### src/rtl/smw_pkg.sv
package smw_pkg;
  typedef enum logic [1:0] {
    SEL_BASE_LO = 2'd0,
    SEL_BASE_HI = 2'd1,
    SEL_SIZE    = 2'd2,
    SEL_CTRL    = 2'd3
  } cfg_sel_e;

  localparam int CTRL_EN_BIT = 3;
  localparam int NIB_W       = 4;
  localparam int BYTE_W      = 8;
endpackage

### src/rtl/smw_regs.sv
module smw_regs
  import smw_pkg::*;
#(
  parameter logic [7:0] BASE_LO_RST = 8'h05
) (
  input  logic             clk,
  input  logic             rst_n,
  input  logic             cfg_we,
  input  logic [1:0]       cfg_sel,
  input  logic [BYTE_W-1:0] cfg_wdata,
  output logic [BYTE_W-1:0] base_lo,
  output logic [BYTE_W-1:0] base_hi,
  output logic [NIB_W-1:0]  size_nib,
  output logic              en_bit
);
  always_ff @(posedge clk) begin
    if (!rst_n) begin
      base_lo  <= BASE_LO_RST;
      base_hi  <= '0;
      size_nib <= '0;
      en_bit   <= 1'b0;
    end else if (cfg_we) begin
      unique case (cfg_sel_e'(cfg_sel))
        SEL_BASE_LO: base_lo  <= cfg_wdata;
        SEL_BASE_HI: base_hi  <= cfg_wdata;
        SEL_SIZE:    size_nib <= cfg_wdata[BYTE_W-1:BYTE_W-NIB_W];
        SEL_CTRL:    en_bit   <= cfg_wdata[CTRL_EN_BIT];
        default:     ;
      endcase
    end
  end


  size_upper_chk: assert property (@(posedge clk) disable iff (!rst_n)
    (cfg_we && cfg_sel == SEL_SIZE) |=> (size_nib == $past(cfg_wdata[7:4])));


  ctrl_next_chk: assert property (@(posedge clk) disable iff (!rst_n)
    (cfg_we && cfg_sel == SEL_CTRL) |=> (en_bit == $past(cfg_wdata[CTRL_EN_BIT])));
endmodule

### src/rtl/smw_window.sv
module smw_window
  import smw_pkg::*;
#(
  parameter int ADDR_W        = 32,
  parameter int BASE_LSB      = 16,
  parameter bit EN_ACTIVE_LOW = 1'b0
) (
  input  logic [BYTE_W-1:0] base_lo,
  input  logic [BYTE_W-1:0] base_hi,
  input  logic [NIB_W-1:0]  size_nib,
  input  logic              en_bit,
  output logic [ADDR_W-1:0] win_base,
  output logic [ADDR_W:0]   win_limit,
  output logic              win_live
);
  localparam int BASE_W = 2 * BYTE_W;

  logic enabled;
  logic [ADDR_W:0] win_size;

  generate
    if (EN_ACTIVE_LOW) begin : g_pol_low
      assign enabled = ~en_bit;
    end else begin : g_pol_high
      assign enabled = en_bit;
    end
  endgenerate

  always_comb begin
    win_base  = ADDR_W'({base_hi, base_lo}) << BASE_LSB;
    win_size  = (ADDR_W+1)'({1'b0, size_nib} + 5'd1) << BASE_LSB;
    win_limit = {1'b0, win_base} + win_size;
    win_live  = enabled && (win_base != '0);
  end

  initial begin

    base_fit_chk: assert (ADDR_W >= BASE_LSB + BASE_W);
  end
endmodule

### src/rtl/smw_lookup.sv
module smw_lookup #(
  parameter int ADDR_W = 32
) (
  input  logic              clk,
  input  logic              rst_n,
  input  logic              q_valid,
  output logic              q_ready,
  input  logic [ADDR_W-1:0] q_addr,
  output logic              r_valid,
  input  logic              r_ready,
  output logic              r_hit,
  input  logic [ADDR_W-1:0] win_base,
  input  logic [ADDR_W:0]   win_limit,
  input  logic              win_live
);
  logic take;
  logic in_range;

  assign q_ready  = !r_valid || r_ready;
  assign take     = q_valid && q_ready;
  assign in_range = (q_addr >= win_base) && ({1'b0, q_addr} < win_limit);

  always_ff @(posedge clk) begin
    if (!rst_n) begin
      r_valid <= 1'b0;
      r_hit   <= 1'b0;
    end else begin
      if (take) begin
        r_valid <= 1'b1;
        r_hit   <= win_live && in_range;
      end else if (r_ready) begin
        r_valid <= 1'b0;
      end
    end
  end


  hold_stable_chk: assert property (@(posedge clk) disable iff (!rst_n)
    (r_valid && !r_ready) |=> (r_valid && $stable(r_hit)));


  stall_ready_chk: assert property (@(posedge clk) disable iff (!rst_n)
    (r_valid && !r_ready) |-> !q_ready);


  zero_base_chk: assert property (@(posedge clk) disable iff (!rst_n)
    (take && win_base == '0) |=> !r_hit);


  below_base_chk: assert property (@(posedge clk) disable iff (!rst_n)
    (take && q_addr < win_base) |=> !r_hit);


  past_end_chk: assert property (@(posedge clk) disable iff (!rst_n)
    (take && {1'b0, q_addr} >= win_limit) |=> !r_hit);
endmodule

### src/rtl/smm_window_decoder.sv
module smm_window_decoder
  import smw_pkg::*;
#(
  parameter int         ADDR_W        = 32,
  parameter int         BASE_LSB      = 16,
  parameter bit         EN_ACTIVE_LOW = 1'b0,
  parameter logic [7:0] BASE_LO_RST   = 8'h05
) (
  input  logic              clk,
  input  logic              rst_n,
  input  logic              cfg_we,
  input  logic [1:0]        cfg_sel,
  input  logic [7:0]        cfg_wdata,
  input  logic              q_valid,
  output logic              q_ready,
  input  logic [ADDR_W-1:0] q_addr,
  output logic              r_valid,
  input  logic              r_ready,
  output logic              r_hit
);
  logic [BYTE_W-1:0] base_lo, base_hi;
  logic [NIB_W-1:0]  size_nib;
  logic              en_bit;
  logic [ADDR_W-1:0] win_base;
  logic [ADDR_W:0]   win_limit;
  logic              win_live;

  smw_regs #(.BASE_LO_RST(BASE_LO_RST)) u_regs (
    .clk(clk), .rst_n(rst_n), .cfg_we(cfg_we), .cfg_sel(cfg_sel),
    .cfg_wdata(cfg_wdata), .base_lo(base_lo), .base_hi(base_hi),
    .size_nib(size_nib), .en_bit(en_bit)
  );

  smw_window #(.ADDR_W(ADDR_W), .BASE_LSB(BASE_LSB),
               .EN_ACTIVE_LOW(EN_ACTIVE_LOW)) u_window (
    .base_lo(base_lo), .base_hi(base_hi), .size_nib(size_nib),
    .en_bit(en_bit), .win_base(win_base), .win_limit(win_limit),
    .win_live(win_live)
  );

  smw_lookup #(.ADDR_W(ADDR_W)) u_lookup (
    .clk(clk), .rst_n(rst_n), .q_valid(q_valid), .q_ready(q_ready),
    .q_addr(q_addr), .r_valid(r_valid), .r_ready(r_ready), .r_hit(r_hit),
    .win_base(win_base), .win_limit(win_limit), .win_live(win_live)
  );
endmodule

### config.mk
export PLATFORM = sky130hd
export DESIGN_NAME = smm_window_decoder
export DESIGN_NICKNAME = d
export VERILOG_FILES = /design/src/rtl/smw_pkg.sv /design/src/rtl/smw_regs.sv /design/src/rtl/smw_window.sv /design/src/rtl/smw_lookup.sv /design/src/rtl/smm_window_decoder.sv
export SDC_FILE = /design/constraint.sdc
export NUM_CORES = 1
export LEC_CHECK = 0
export BUFFER_PORTS_ARGS = -buffer_cell sky130_fd_sc_hd__buf_4
export CAP_MARGIN = 5
export CORE_MARGIN = 1.5
export CORE_UTILIZATION = 40
export DETAILED_ROUTE_END_ITERATION = 10
export SYNTH_ARGS = -nofsm -noshare
export SYNTH_HDL_FRONTEND = slang
export SYNTH_HIERARCHICAL = 1
export SYNTH_SLANG_ARGS = --single-unit
### constraint.sdc
create_clock -name clk -period 3.1 [get_ports clk]
set_clock_uncertainty 0.2 [all_clocks]
set_input_delay 0.155 -clock clk [delete_from_list [all_inputs] [get_ports clk]]
set_output_delay 0.155 -clock clk [all_outputs]
set_load 0.01 [all_outputs]
==> results_dict.tcl <==
set metrics [dict create \
    status "finished, violations left" \
    violations "setup timing" \
    dr_wl_met2_um 3810 \
    multi_input_area_um2 2490 \
    cts_num_sinks 23 \
    pre_cts_ws_ns -0.321 \
    min_period_ns 3.36 \
    vdd_drop_max_v 0.000234 \
    drive_gt1_frac 0.224 \
    arrival_ns 3.35 \
    dp.cells 582 \
    clk_pin_slew_worst_paths_ns 0.08 \
    detail-route-antenna-nets 0 \
    final_cells 597 \
    wl_met3_um 271 \
    grt_max_degree 31 \
    drt_wl_total_um 7840 \
    yosysMostFrequentCell "inv_1" \
    regToRegSetupSlack_ns -0.26 \
    r2r-end "u_lookup/r_hit" \
    cp_num_buf_inv 2 \
    fin_tns_setup_ns -0.264 \
    top_layer_used "met4" \
    firstDrtPassIters 4 \
    cts-buffers-inserted 3 \
    vias 2883 \
    die_y_um 94.8 \
    fp.dieArea_um2 8980 \
    initial_core_util 0.412 \
    io_buffers 49 \
    rows 33 \
    drt_iter0_drc 75 \
    setup_ws_ns -0.264 \
    dpl.hpwl_um 6540 \
    ys_warn_count 6 \
    power.density_nw_per_um2 217 \
    drc 0 \
    routedLengthMet1_um 3490 \
    htree_levels 1 \
    cts_root_buf "clkbuf_8" \
    slew_viol_final 0 \
    reg2regPathDepth 15 \
    min_period_over_period 1.09 \
    p_leak_uw 0.00182 \
    worstHoldStart "cfg_wdata[7]" \
    clkLatencyLatePin_ns 0.27 \
    slowest_stage "dfxtp_2" \
    synth-adder-area-share 0.262 \
    n_antenna_cell 0 \
    grt_pass1_vias 2817 \
    grt_setup_unrepaired "yes" \
    tightestPinTransition_ns 0.488 \
    cts_tree "built" \
    maxCapViolations 0 \
    synth_top_cell_by_area "ha_1" \
    netlist.area_leader.share 0.256 \
    synth_compound_area_frac 0.140 \
    synthDistinctLibCells 55 \
    fin_nets 610 \
    reg2reg_from "u_regs/size_nib[0]" \
    slowest_delay_ns 0.35 \
    worstPathCellList "ha_4 > xor2_1 > ha_1 > nor2b_4 > o31a_4 > buf_4 > o21ai_2 > xnor2_1 > inv_1 > ha_1 > nand4_1 > a21oi_1 > o31ai_1 > o2111ai_2 > a221oi_2" \
    synth-seq-cells 23 \
    critPathLaunchType "register" \
    cp_common_cell "ha_1" \
    worst-setup-path-type "register to register" \
    syn_area_um2 3370 \
    drt-vias-per-instance 4.83 \
    ff_latch_area_um2 463 \
    end_kind "register" \
    fmax_ghz 0.297 \
    synth-simple-area-share 0.164 \
    p_total_uw 877 \
    hold_class "input port to register" \
    grt_pass1_wl_um 12500 \
    postSynthAreaPerCell_um2 7.84 \
    ys_seq_area_frac 0.137 \
    required_ns 3.09 \
    setup_viol 1 \
    synth_ff_type "dfxtp_1" \
    design.core.area_um2 8180 \
    crit_family "compound AO/OA/AOI/OAI gates" \
    grt_util_all_layers 0.178 \
    hold_path_end "u_regs/size_nib[3]" \
    synthMuxAreaShare 0.0564 \
    synthCells 430 \
    wire_per_inst_um 13.1 \
    grt-ovfl-total 0 \
    areaGrowthSynthToFinish_pct 19.8 \
    synthTopCellsByArea "ha_1 (26%), dfxtp_1 (14%), buf_4 (11%)" \
    gp_congestion 0.905 \
    fillers 822 \
    synth-async-reset-ratio 0 \
    synth_edf_count 0 \
    synth-xor-area-share 0.0390 \
    min_path_cells 3 \
    io_pins 50 \
    cts_buffer_depth 2 \
    slew_headroom 0.672 \
    cp_max_fo 7 \
    hold_viol 0 \
    antenna_found_initial 0 \
    synthTopCellsByCount "inv_1 (74), ha_1 (69), buf_4 (49), nand2_1 (42), a21oi_1 (29)" \
    synth_top_family_by_area "adder cells" \
    fp.dieW_um 94.8 \
]
-- kinds of logic (layout without fill, tap and decap cells) --
| kind of cell | after synthesis | count (layout) |
|---|---|---|
| buffers and inverters | 128 | 159 |
| AND/OR/NAND/NOR | 104 | 104 |
| adder cells (fa/ha/maj) | 70 | 70 |
| AO/OA/AOI/OAI | 70 | 70 |
| flip-flops | 23 | 23 |
| multiplexers | 19 | 19 |
| XOR/XNOR | 15 | 15 |
| other | 1 | 32 |
-- worst max-delay path by stage --
stage	to	cells past startpoint	slack [ns]	start
after global placement	u_lookup/r_hit	14	-0.17	u_regs/size_nib[0]
final	u_lookup/r_hit	15	-0.26	u_regs/size_nib[0]
after CTS	u_lookup/r_hit	14	-0.26	u_regs/size_nib[1]
after global routing	u_lookup/r_hit	15	-0.47	u_regs/size_nib[0]
after detailed placement	u_lookup/r_hit	14	-0.32	u_regs/size_nib[1]
after floorplan	u_lookup/r_hit	15	-0.11	u_regs/size_nib[0]
-- flip-flops by register name, summed over array words and instances, names as in the netlist --
name	flops
u_regs/base_hi	8
u_regs/base_lo	8
u_regs/size_nib	4
u_lookup/r_hit	1
u_lookup/r_valid	1
u_regs/en_bit	1
-- metal layers --
metal	vias to the layer above	track usage
met5	-	0
met4	0	0.0833
met3	22	0.0145
met2	65	0.310
met1	1268	0.220
li1	1528	-
-- cell usage in the layout (no fill, tap or decap), types with 2 or more instances in the layout --
| cell type | n |
|---|---|
| dfxtp_1 | 21 |
| nand4_1 | 16 |
| mux2i_1 | 19 |
| o2111ai_2 | 2 |
| dlygate4sd3_1 | 4 |
| buf_6 | 3 |
| buf_4 | 74 |
| a21o_1 | 5 |
| a211oi_2 | 2 |
| inv_2 | 2 |
| o21a_1 | 2 |
| xnor2_1 | 13 |
| ha_4 | 5 |
| a211oi_1 | 2 |
| a21oi_2 | 2 |
| inv_1 | 72 |
| nand2b_1 | 4 |
| o211ai_1 | 3 |
| ha_1 | 64 |
| clkbuf_8 | 3 |
| nand2_1 | 42 |
| nand3_1 | 9 |
| o21ai_2 | 3 |
| and3_1 | 2 |
| dfxtp_2 | 2 |
| a21oi_1 | 28 |
| o21ai_1 | 4 |
| conb_1 | 32 |
| o21ai_0 | 4 |
| o31ai_1 | 2 |
| nand4bb_1 | 2 |
| nor2_1 | 7 |
| and4_1 | 2 |
| nor4_1 | 7 |
-- timing repair --
| action | in CTS | in global routing |
|---|---|---|
| setup endpoints to repair | 1 | 1 |
| resized for setup | 17 | 13 |
| hold buffers | 4 | 0 |
| endpoints found under the hold margin | 4 | 0 |
| buffers inserted | 3 | 4 |
| pin swaps | 15 | 15 |
-- worst reg2reg max path, delay by kind of cell, from the launching register on --
| kind | cells | cell delay (ns) |
|---|---|---|
| AOI/OAI and AO/OA | 6 | 1.20 |
| xor gates and xnor gates | 2 | 0.25 |
| adders and majority gates | 3 | 0.75 |
| buffers and inverters | 2 | 0.20 |
| DFF | 1 | 0.35 |
| and+or+nand+nor | 2 | 0.33 |
-- layout make-up --
| cell class | instances | area share |
|---|---|---|
| sequential | 23 | 0.115 |
| inverter | 74 | 0.0688 |
| clock buffer | 3 | 0.0102 |
| timing repair buffer | 81 | 0.156 |
| clock inverter | 1 | 0.00124 |
| multi-input combinational | 310 | 0.617 |
| tap | 105 | 0.0325 |
-- where the power goes --
part	leakage, uW	total (uW)	internal, uW	switching (uW)
Combinational	0.00161	371	185	186
Sequential	0.000188	319	306	12.5
Clock	0.0000255	187	89.9	97.4
Total	0.00182	877	581	296
-- through the flow --
step	cell area, um^2	utilization	hold WS, ns
5_1_grt	4040	0.494	0.0276
4_1_cts	3940	0.482	0.0106
3_5_place_dp	3750	0.458	0.221
2_1_floorplan	3490	-	0.0809
6_report	4040	0.494	0.00465
3_3_place_gp	3750	0.458	0.220
No activity file was read; power rests on OpenSTA's default activity.
